## config.mk

```make
export PLATFORM = sky130hd
export DESIGN_NAME = bitonic_stream_sorter
export DESIGN_NICKNAME = d
export VERILOG_FILES = /design/src/rtl/bsort_pkg.sv /design/src/rtl/bsort_cmp_exch.sv /design/src/rtl/bsort_seq.sv /design/src/rtl/bsort_frame_buf.sv /design/src/rtl/bsort_drain_buf.sv /design/src/rtl/bitonic_stream_sorter.sv
export SDC_FILE = /design/constraint.sdc
export NUM_CORES = 1
export LEC_CHECK = 0
export BUFFER_PORTS_ARGS = -buffer_cell sky130_fd_sc_hd__buf_2
export CAP_MARGIN = 40
export CORE_MARGIN = 5
export CORE_UTILIZATION = 60
export DETAILED_ROUTE_END_ITERATION = 10
export PLACE_DENSITY = 0.76
export SYNTH_ARGS = -nofsm -noshare
export SYNTH_HDL_FRONTEND = slang
export SYNTH_HIERARCHICAL = 1
export SYNTH_SLANG_ARGS = --single-unit
```

## constraint.sdc

```tcl
create_clock -name clk_i -period 7.2 [get_ports clk_i]
set_input_delay 1.8 -clock clk_i [delete_from_list [all_inputs] [get_ports clk_i]]
set_output_delay 1.8 -clock clk_i [all_outputs]
set_load 0.03 [all_outputs]
```

## src/rtl/bsort_pkg.sv

```systemverilog
package bsort_pkg;
  typedef enum logic [1:0] {
    PH_LOAD = 2'd0,
    PH_SORT = 2'd1,
    PH_COPY = 2'd2
  } phase_e;

  function automatic int unsigned stage_count(input int unsigned log_n);
    return log_n * (log_n + 1) / 2;
  endfunction
endpackage

```

## src/rtl/bsort_cmp_exch.sv

```systemverilog
module bsort_cmp_exch #(
  parameter int KEY_W = 16
) (
  input  logic [KEY_W-1:0] a_i,
  input  logic [KEY_W-1:0] b_i,
  input  logic             min_lo_i,
  output logic [KEY_W-1:0] lo_o,
  output logic [KEY_W-1:0] hi_o
);
  logic swap;
  // strict compare: equal keys stay put
  assign swap = min_lo_i ? (a_i > b_i) : (b_i > a_i);
  assign lo_o = swap ? b_i : a_i;
  assign hi_o = swap ? a_i : b_i;
endmodule

```

## src/rtl/bsort_seq.sv

```systemverilog
module bsort_seq #(
  parameter int N_KEYS  = 8,
  parameter int DESCEND = 0
) (
  input  logic                       clk_i,
  input  logic                       rst_ni,
  input  logic                       start_i,
  output logic                       busy_o,
  output logic                       last_o,
  output logic [$clog2(N_KEYS)-1:0]  idx_lo_o,
  output logic [$clog2(N_KEYS)-1:0]  idx_hi_o,
  output logic                       min_lo_o
);
  localparam int LOG_N  = $clog2(N_KEYS);
  localparam int HALF   = N_KEYS / 2;
  localparam int PAIR_W = LOG_N - 1;
  localparam int BLK_W  = $clog2(LOG_N + 1);
  localparam int STAGES = int'(bsort_pkg::stage_count(LOG_N));
  localparam int TOTAL  = STAGES * HALF;
  localparam int CW     = $clog2(TOTAL + 1);

  logic              busy_q;
  logic [BLK_W-1:0]  blk_q;   // log2 of bitonic block size
  logic [BLK_W-1:0]  dst_q;   // log2 of pair distance
  logic [PAIR_W-1:0] pair_q;
  logic              pair_end;
  logic [LOG_N-1:0]  p_ext, mask, lo, hi;
  logic [LOG_N:0]    lo_ext;
  logic              up;

  assign pair_end = pair_q == PAIR_W'(HALF - 1);
  assign last_o   = busy_q && pair_end && (dst_q == '0) && (blk_q == BLK_W'(LOG_N));
  assign busy_o   = busy_q;

  always_ff @(posedge clk_i or negedge rst_ni) begin
    if (!rst_ni) begin
      busy_q <= 1'b0;
      blk_q  <= '0;
      dst_q  <= '0;
      pair_q <= '0;
    end else if (start_i) begin
      busy_q <= 1'b1;
      blk_q  <= BLK_W'(1);
      dst_q  <= '0;
      pair_q <= '0;
    end else if (busy_q) begin
      pair_q <= pair_end ? '0 : pair_q + PAIR_W'(1);
      if (pair_end) begin
        if (dst_q == '0) begin
          if (last_o) busy_q <= 1'b0;
          else begin
            blk_q <= blk_q + BLK_W'(1);
            dst_q <= blk_q;
          end
        end else begin
          dst_q <= dst_q - BLK_W'(1);
        end
      end
    end
  end

  // insert a zero at bit dst_q of the pair number
  always_comb begin
    p_ext  = LOG_N'(pair_q);
    mask   = (LOG_N'(1) << dst_q) - LOG_N'(1);
    lo     = ((p_ext & ~mask) << 1) | (p_ext & mask);
    hi     = lo | (LOG_N'(1) << dst_q);
    lo_ext = {1'b0, lo};
    up     = ~lo_ext[blk_q];
  end

  assign idx_lo_o = lo;
  assign idx_hi_o = hi;
  assign min_lo_o = (DESCEND != 0) ? ~up : up;

  logic [CW-1:0] ce_cnt_q;
  always_ff @(posedge clk_i or negedge rst_ni) begin
    if (!rst_ni) ce_cnt_q <= '0;
    else if (start_i) ce_cnt_q <= '0;
    else if (busy_q) ce_cnt_q <= ce_cnt_q + CW'(1);
  end

  a_r3_stage_count: assert property (@(posedge clk_i) disable iff (!rst_ni)
    last_o |-> ce_cnt_q == CW'(TOTAL - 1));
  a_r4_final_merge_dir: assert property (@(posedge clk_i) disable iff (!rst_ni)
    (busy_q && blk_q == BLK_W'(LOG_N)) |-> (min_lo_o == (DESCEND == 0)));
  a_r3_no_restart: assert property (@(posedge clk_i) disable iff (!rst_ni)
    busy_q |-> !start_i);
endmodule

```

## src/rtl/bsort_frame_buf.sv

```systemverilog
module bsort_frame_buf #(
  parameter int N_KEYS = 8,
  parameter int KEY_W  = 16
) (
  input  logic                                 clk_i,
  input  logic                                 rst_ni,
  input  logic                                 ld_en_i,
  input  logic [$clog2(N_KEYS)-2:0]            ld_beat_i,
  input  logic [KEY_W-1:0]                     ld_k0_i,
  input  logic [KEY_W-1:0]                     ld_k1_i,
  input  logic                                 ce_en_i,
  input  logic [$clog2(N_KEYS)-1:0]            ce_lo_idx_i,
  input  logic [$clog2(N_KEYS)-1:0]            ce_hi_idx_i,
  input  logic [KEY_W-1:0]                     ce_lo_d_i,
  input  logic [KEY_W-1:0]                     ce_hi_d_i,
  output logic [KEY_W-1:0]                     rd_lo_o,
  output logic [KEY_W-1:0]                     rd_hi_o,
  output logic [N_KEYS-1:0][KEY_W-1:0]         frame_o
);
  localparam int LOG_N  = $clog2(N_KEYS);
  localparam int PAIR_W = LOG_N - 1;

  logic [N_KEYS-1:0][KEY_W-1:0] mem_q;

  for (genvar e = 0; e < N_KEYS; e++) begin : g_slot
    always_ff @(posedge clk_i or negedge rst_ni) begin
      if (!rst_ni) mem_q[e] <= '0;
      else if (ld_en_i && ld_beat_i == PAIR_W'(e / 2))
        mem_q[e] <= (e % 2 == 1) ? ld_k1_i : ld_k0_i;
      else if (ce_en_i && ce_lo_idx_i == LOG_N'(e))
        mem_q[e] <= ce_lo_d_i;
      else if (ce_en_i && ce_hi_idx_i == LOG_N'(e))
        mem_q[e] <= ce_hi_d_i;
    end
  end

  assign rd_lo_o = mem_q[ce_lo_idx_i];
  assign rd_hi_o = mem_q[ce_hi_idx_i];
  assign frame_o = mem_q;

  a_r1_port_exclusive: assert property (@(posedge clk_i) disable iff (!rst_ni)
    !(ld_en_i && ce_en_i));
endmodule

```

## src/rtl/bsort_drain_buf.sv

```systemverilog
module bsort_drain_buf #(
  parameter int N_KEYS  = 8,
  parameter int KEY_W   = 16,
  parameter int DESCEND = 0
) (
  input  logic                         clk_i,
  input  logic                         rst_ni,
  input  logic                         cap_i,
  input  logic [N_KEYS-1:0][KEY_W-1:0] frame_i,
  output logic                         out_valid_o,
  output logic                         out_first_o,
  output logic [KEY_W-1:0]             out_key0_o,
  output logic [KEY_W-1:0]             out_key1_o
);
  localparam int LOG_N  = $clog2(N_KEYS);
  localparam int HALF   = N_KEYS / 2;
  localparam int PAIR_W = LOG_N - 1;

  logic [N_KEYS-1:0][KEY_W-1:0] hold_q;
  logic                         active_q;
  logic [PAIR_W-1:0]            beat_q;

  always_ff @(posedge clk_i or negedge rst_ni) begin
    if (!rst_ni) begin
      hold_q   <= '0;
      active_q <= 1'b0;
      beat_q   <= '0;
    end else if (cap_i) begin
      hold_q   <= frame_i;
      active_q <= 1'b1;
      beat_q   <= '0;
    end else if (active_q) begin
      beat_q <= beat_q + PAIR_W'(1);
      if (beat_q == PAIR_W'(HALF - 1)) active_q <= 1'b0;
    end
  end

  assign out_valid_o = active_q;
  assign out_first_o = active_q && (beat_q == '0);
  assign out_key0_o  = hold_q[{beat_q, 1'b0}];
  assign out_key1_o  = hold_q[{beat_q, 1'b1}];

  a_r6_no_overrun: assert property (@(posedge clk_i) disable iff (!rst_ni)
    cap_i |-> !active_q);
  a_r7_rise_is_first: assert property (@(posedge clk_i) disable iff (!rst_ni)
    $rose(out_valid_o) |-> out_first_o);
  a_r7_first_single: assert property (@(posedge clk_i) disable iff (!rst_ni)
    out_first_o |=> !out_first_o);
  a_r2_beat_order: assert property (@(posedge clk_i) disable iff (!rst_ni)
    out_valid_o |-> ((DESCEND != 0) ? (out_key0_o >= out_key1_o) : (out_key0_o <= out_key1_o)));
  a_r2_cross_beat: assert property (@(posedge clk_i) disable iff (!rst_ni)
    (out_valid_o && !out_first_o) |->
      ((DESCEND != 0) ? ($past(out_key1_o) >= out_key0_o) : ($past(out_key1_o) <= out_key0_o)));
endmodule

```

## src/rtl/bitonic_stream_sorter.sv

```systemverilog
module bitonic_stream_sorter #(
  parameter int N_KEYS  = 8,
  parameter int KEY_W   = 16,
  parameter int DESCEND = 0
) (
  input  logic             clk_i,
  input  logic             rst_ni,
  input  logic             in_valid_i,
  output logic             in_ready_o,
  input  logic [KEY_W-1:0] in_key0_i,
  input  logic [KEY_W-1:0] in_key1_i,
  output logic             out_valid_o,
  output logic             out_first_o,
  output logic [KEY_W-1:0] out_key0_o,
  output logic [KEY_W-1:0] out_key1_o
);
  import bsort_pkg::*;

  localparam int LOG_N  = $clog2(N_KEYS);
  localparam int HALF   = N_KEYS / 2;
  localparam int PAIR_W = LOG_N - 1;

  phase_e                       phase_q;
  logic [PAIR_W-1:0]            ld_beat_q;
  logic                         accept, load_last;
  logic                         seq_busy, seq_last, min_lo;
  logic [LOG_N-1:0]             idx_lo, idx_hi;
  logic [KEY_W-1:0]             rd_lo, rd_hi, ce_lo, ce_hi;
  logic [N_KEYS-1:0][KEY_W-1:0] frame;

  assign in_ready_o = (phase_q == PH_LOAD);
  assign accept     = in_valid_i && in_ready_o;
  assign load_last  = accept && (ld_beat_q == PAIR_W'(HALF - 1));

  always_ff @(posedge clk_i or negedge rst_ni) begin
    if (!rst_ni) begin
      phase_q   <= PH_LOAD;
      ld_beat_q <= '0;
    end else begin
      if (accept) ld_beat_q <= load_last ? '0 : ld_beat_q + PAIR_W'(1);
      unique case (phase_q)
        PH_LOAD: if (load_last) phase_q <= PH_SORT;
        PH_SORT: if (seq_last)  phase_q <= PH_COPY;
        PH_COPY: phase_q <= PH_LOAD;
        default: phase_q <= PH_LOAD;
      endcase
    end
  end

  bsort_seq #(.N_KEYS(N_KEYS), .DESCEND(DESCEND)) u_seq (
    .clk_i    (clk_i),
    .rst_ni   (rst_ni),
    .start_i  (load_last),
    .busy_o   (seq_busy),
    .last_o   (seq_last),
    .idx_lo_o (idx_lo),
    .idx_hi_o (idx_hi),
    .min_lo_o (min_lo)
  );

  bsort_frame_buf #(.N_KEYS(N_KEYS), .KEY_W(KEY_W)) u_work (
    .clk_i       (clk_i),
    .rst_ni      (rst_ni),
    .ld_en_i     (accept),
    .ld_beat_i   (ld_beat_q),
    .ld_k0_i     (in_key0_i),
    .ld_k1_i     (in_key1_i),
    .ce_en_i     (seq_busy),
    .ce_lo_idx_i (idx_lo),
    .ce_hi_idx_i (idx_hi),
    .ce_lo_d_i   (ce_lo),
    .ce_hi_d_i   (ce_hi),
    .rd_lo_o     (rd_lo),
    .rd_hi_o     (rd_hi),
    .frame_o     (frame)
  );

  bsort_cmp_exch #(.KEY_W(KEY_W)) u_ce (
    .a_i      (rd_lo),
    .b_i      (rd_hi),
    .min_lo_i (min_lo),
    .lo_o     (ce_lo),
    .hi_o     (ce_hi)
  );

  bsort_drain_buf #(.N_KEYS(N_KEYS), .KEY_W(KEY_W), .DESCEND(DESCEND)) u_drain (
    .clk_i       (clk_i),
    .rst_ni      (rst_ni),
    .cap_i       (phase_q == PH_COPY),
    .frame_i     (frame),
    .out_valid_o (out_valid_o),
    .out_first_o (out_first_o),
    .out_key0_o  (out_key0_o),
    .out_key1_o  (out_key1_o)
  );

  a_r5_ready_low_busy: assert property (@(posedge clk_i) disable iff (!rst_ni)
    seq_busy |-> !in_ready_o);
  a_r5_seq_follows_load: assert property (@(posedge clk_i) disable iff (!rst_ni)
    load_last |=> seq_busy);
  a_r4_min_low: assert property (@(posedge clk_i) disable iff (!rst_ni)
    (seq_busy && min_lo) |-> ce_lo <= ce_hi);
  a_r4_max_low: assert property (@(posedge clk_i) disable iff (!rst_ni)
    (seq_busy && !min_lo) |-> ce_lo >= ce_hi);
  a_r8_tie_kept: assert property (@(posedge clk_i) disable iff (!rst_ni)
    (seq_busy && rd_lo == rd_hi) |-> (ce_lo == rd_lo && ce_hi == rd_hi));
  a_r9_reset_ready: assert property (@(posedge clk_i) disable iff (!rst_ni)
    $rose(rst_ni) |-> in_ready_o);
endmodule

```

==> impl_summary.log <==
[metrics] deepest clock path buffer count: 3
[metrics] power density over the cells: 160.9 mW/mm²
[metrics] DP Area: 0.01885 mm²
[metrics] switching component of the power: 701.1 µW
[metrics] global-route wire length before repair: 93.48 mm
[metrics] CTS-repair resized insts: 0
[metrics] number of clock sinks: 270
[metrics] max-capacitance violation count: 0
[metrics] remaining number of nets flagged by the antenna check after routing: 0
[metrics] highest-count cells in the layout ignoring fill and taps: sky130_fd_sc_hd__dfrtp_1 (268), sky130_fd_sc_hd__mux2_2 (162), sky130_fd_sc_hd__nor2_1 (139)
[metrics] core occupancy in the finished layout: 0.6487
[metrics] via count: 15150
[metrics] RSZ-0062 raised after global routing: no
[metrics] post-layout instance count excluding filler cells: 1966
[metrics] fraction of final layout cells with drive strength greater than 1: 0.3420
[metrics] highest achievable clock rate: approximately 0.17 GHz
[metrics] buffer type at the clock tree root: sky130_fd_sc_hd__clkbuf_16
[metrics] area share of the leading cell type in the synthesized netlist: 0.3639
[metrics] combined area of all synthesized cells: 0.01857 mm²
[metrics] Site Rows: between 60 and 70
[metrics] instance count on the critical path: 14
[metrics] share of the clock period used by the worst path after layout: 0.8105
[metrics] initial antenna violation count: 1
[metrics] die height: between 150 and 200 µm
[metrics] launching element type of the critical path: flip-flop
[metrics] TritonCTS clock tree: yes
[metrics] post-DR vias/cell: 7.707
[metrics] library cell occupying the most area in the post-synthesis netlist: sky130_fd_sc_hd__dfrtp_1
[metrics] Met3 Wirelength: roughly 9 mm
[metrics] combinational group share of total power: 0.026
[metrics] portion of total power attributed to the clock network: 0.490
[metrics] hold wc startpoint: u_drain/hold_q[63]$_DFFE_PN0P_
[metrics] Post-Layout Inst Area: 0.01984 mm²
[metrics] number of hold buffers added after cts: 0
[metrics] maximum number of pins on one net before global-route repair: 135
[metrics] overflow left after global routing: 0
[metrics] clock buffers created by TritonCTS: 30
[metrics] most area-consuming cells after synthesis: sky130_fd_sc_hd__dfrtp_1 (36%), sky130_fd_sc_hd__mux4_2 (11%), sky130_fd_sc_hd__mux2_2 (9.8%)
[metrics] static power due to leakage: 9.003 nW
[metrics] drt wl/cell: 31.32 µm
[metrics] First DRT Iteration DRCs: 2364
[metrics] sequential cell area fraction in the yosys report: 0.3639
[metrics] Horiz. Die Dim: 185.9 µm
[metrics] HPWL after DPL: ~38 mm
[metrics] number of H-tree branching levels: 1
[metrics] status: completed
[metrics] flip-flop and latch count after synthesis: 270
[metrics] start point of the critical path: u_seq/dst_q[0]$_DFFE_PN0P_
[metrics] Data arrival, critical path: 6.31 ns
[metrics] detailed-route wire length on metal 1: 22.04 mm
[metrics] summed negative setup slack over all endpoints: 0 ns
[metrics] sequential share of power: 0.484
[metrics] worst endpoint required time: approximately 7.7 ns
[metrics] slowest cell delay on critical path: 0.80 ns
[metrics] final max-slew violation count: 0
[metrics] sum of buffers and inverters on the critical path: 3
[metrics] Critical Path Most Common Cell: sky130_fd_sc_hd__buf_4
[metrics] library cells used by synthesis: 65
[metrics] slowest CP cell: sky130_fd_sc_hd__o21bai_4
[metrics] number of flops mapped to enable cells by yosys: 0
[metrics] Crit path max-delay family: compound AO/OA/AOI/OAI gates
[metrics] most frequent standard cell in the layout excluding fill and tap cells: sky130_fd_sc_hd__dfrtp_1
[metrics] Post-Synthesis Net Count: 1663
[metrics] switching share of power: 0.2196
[metrics] number of failing hold endpoints at the final stage: 0
[metrics] Total GRT Usage: 0.3568
[metrics] worst-margin pin slew: 1.010 ns
[metrics] largest vdd supply drop: 0.1718 mV
[metrics] type of the worst setup path: reg -> reg
[metrics] total number of nets in the final design: around 1600
[metrics] setup fix buffers added after clock tree synthesis: 0
[metrics] Std-Cell Core Area: between 0.03 and 0.04 mm²
[metrics] final antenna diode count: 0
[metrics] share of async-settable or async-resettable flops after synthesis: 1.000
[metrics] filler instances: 2298
[metrics] vias in the first global route: 15090
[metrics] number of iterations in the first detailed-routing pass: 6
[metrics] worst-path cell chain: inv_1 > o21bai_4 > buf_4 > mux4_2 > mux2_2 > ha_1 > nand4_1 > nor2_1 > a21o_2 > buf_4 > o41ai_1 > o211ai_1 > mux2i_1 > a211oi_2
[metrics] Worst-Skew Late Latency: 0.57 ns
[metrics] Placed Cells incl. Taps: between 1500 and 2000
[metrics] worst r2r path cells: 14
[metrics] final worst path period need: between 5 and 6 ns
[metrics] overall routed net length: 61.58 mm
[metrics] clock transition at the register clock pins on the worst setup and hold paths after CTS: 0.06 ns
[metrics] largest clock skew in the final design: roughly 0.023 ns
[metrics] Top Metal Used: met5
[metrics] most used flip-flop cell after synthesis: sky130_fd_sc_hd__dfrtp_1
[metrics] count of buffers from port buffering: 69
[metrics] endpoints failing setup: 0
[metrics] total design power: 3.193 mW
[metrics] number of instances on the worst hold path: 1
[metrics] synth warn: 6
[metrics] Int Power: 2.491 mW
[metrics] full die area: between 0.03 and 0.04 mm²
[metrics] DRC violations left: 0
[metrics] num ports: 70
[metrics] origin of the critical flop-to-flop path: u_seq/dst_q[0]$_DFFE_PN0P_
[metrics] Initial Utilization: 0.6070
[metrics] CP max FO: between 50 and 60
[metrics] routability congestion estimate: 0.9526
[metrics] amount of wire on met2 after detailed routing: between 20 and 30 mm
[metrics] worst min-delay path category: reg -> reg
[metrics] area added between synthesis and finish: 6.866%
[metrics] endpoint class of the critical path: flip-flop
[metrics] average instance area after synthesis: ~12 µm²
[metrics] Synth Instances: 1607
[metrics] relative max-transition margin: 0.3231
[flip-flops by register name (all words and copies together) (netlist names)]
signal / flops
u_drain/hold_q: 128
u_work/frame_o: 128
ld_beat_q: 2
phase_q: 2
u_drain/beat_q: 2
u_seq/blk_q: 2
u_seq/dst_q: 2
u_seq/pair_q: 2
u_drain/out_valid_o: 1
u_seq/busy_o: 1
[final timing paths]
kind | end | slack, ns
max | u_work/frame_o[100]$_DFFE_PN0P_ | 1.36
min | u_drain/hold_q[63]$_DFFE_PN0P_ | 0.50
max reg2reg | u_work/frame_o[100]$_DFFE_PN0P_ | 1.36
min reg2reg | u_drain/hold_q[63]$_DFFE_PN0P_ | 0.50
max in group asynchronous | u_work/frame_o[72]$_DFFE_PN0P_ | 4.69
min in group asynchronous | u_seq/pair_q[0]$_DFFE_PN0P_ | 1.21
[synthesized netlist by cell type, drive strengths merged (21+ instances only)]
master  instances
ha             21
or4            33
dfrtp         270
o41ai          32
mux2          162
nor4          130
nor2          141
buf           142
a211oi        128
o31ai          33
mux4           96
mux2i         134
nand2          38
inv            23
clkbuf         71
o211ai         33
[layout make-up]
class,instances,area [µm²],area share
tap,396,495.5,0.02497
sequential,270,6759,0.3406
inverter,23,86.33,0.004351
multi-input combinational,1101,10580,0.5333
timing repair buffer,122,925.9,0.04666
clock inverter,10,130.1,0.006557
clock buffer,44,864.6,0.04357
[through the flow]
| step | hold slack (ns) | worst slack (ns) |
|---|---|---|
| floorplan | 0.4718 | 2.513 |
| global placement | 0.4814 | 1.758 |
| detailed placement | 0.4890 | 1.560 |
| CTS | 0.5017 | 1.522 |
| global route | 0.5110 | 1.115 |
| finish | 0.5001 | 1.364 |
[layer usage]
layer	vias up	global-route usage
li1	6133	-
met1	7396	0.4917
met2	1270	0.5182
met3	351	0.1034
met4	2	0.1801
met5	-	0
[power groups by stage]
stage | Sequential, mW | Clock, mW | Combinational, mW
2_1_floorplan | 1.56 | 0 | 0.0273
3_3_place_gp | 1.57 | 0 | 0.0829
6_report | 1.54 | 1.56 | 0.0835
3_5_place_dp | 1.57 | 0 | 0.0844
5_1_grt | 1.54 | 1.65 | 0.0927
4_1_cts | 1.54 | 1.58 | 0.0845
[cells by family (layout without fill, tap and decap cells)]
family          after synthesis  after routing  synth area share
compound gates              259            259            0.1299
xor+xnor                      2              2         0.0009435
fa+ha+maj                    21             21           0.01415
buf+inv                     236            199           0.07082
flops                       270            270            0.3639
mux                         392            392            0.2877
simple gates                427            427            0.1326
(Power assumes the default switching activity.)
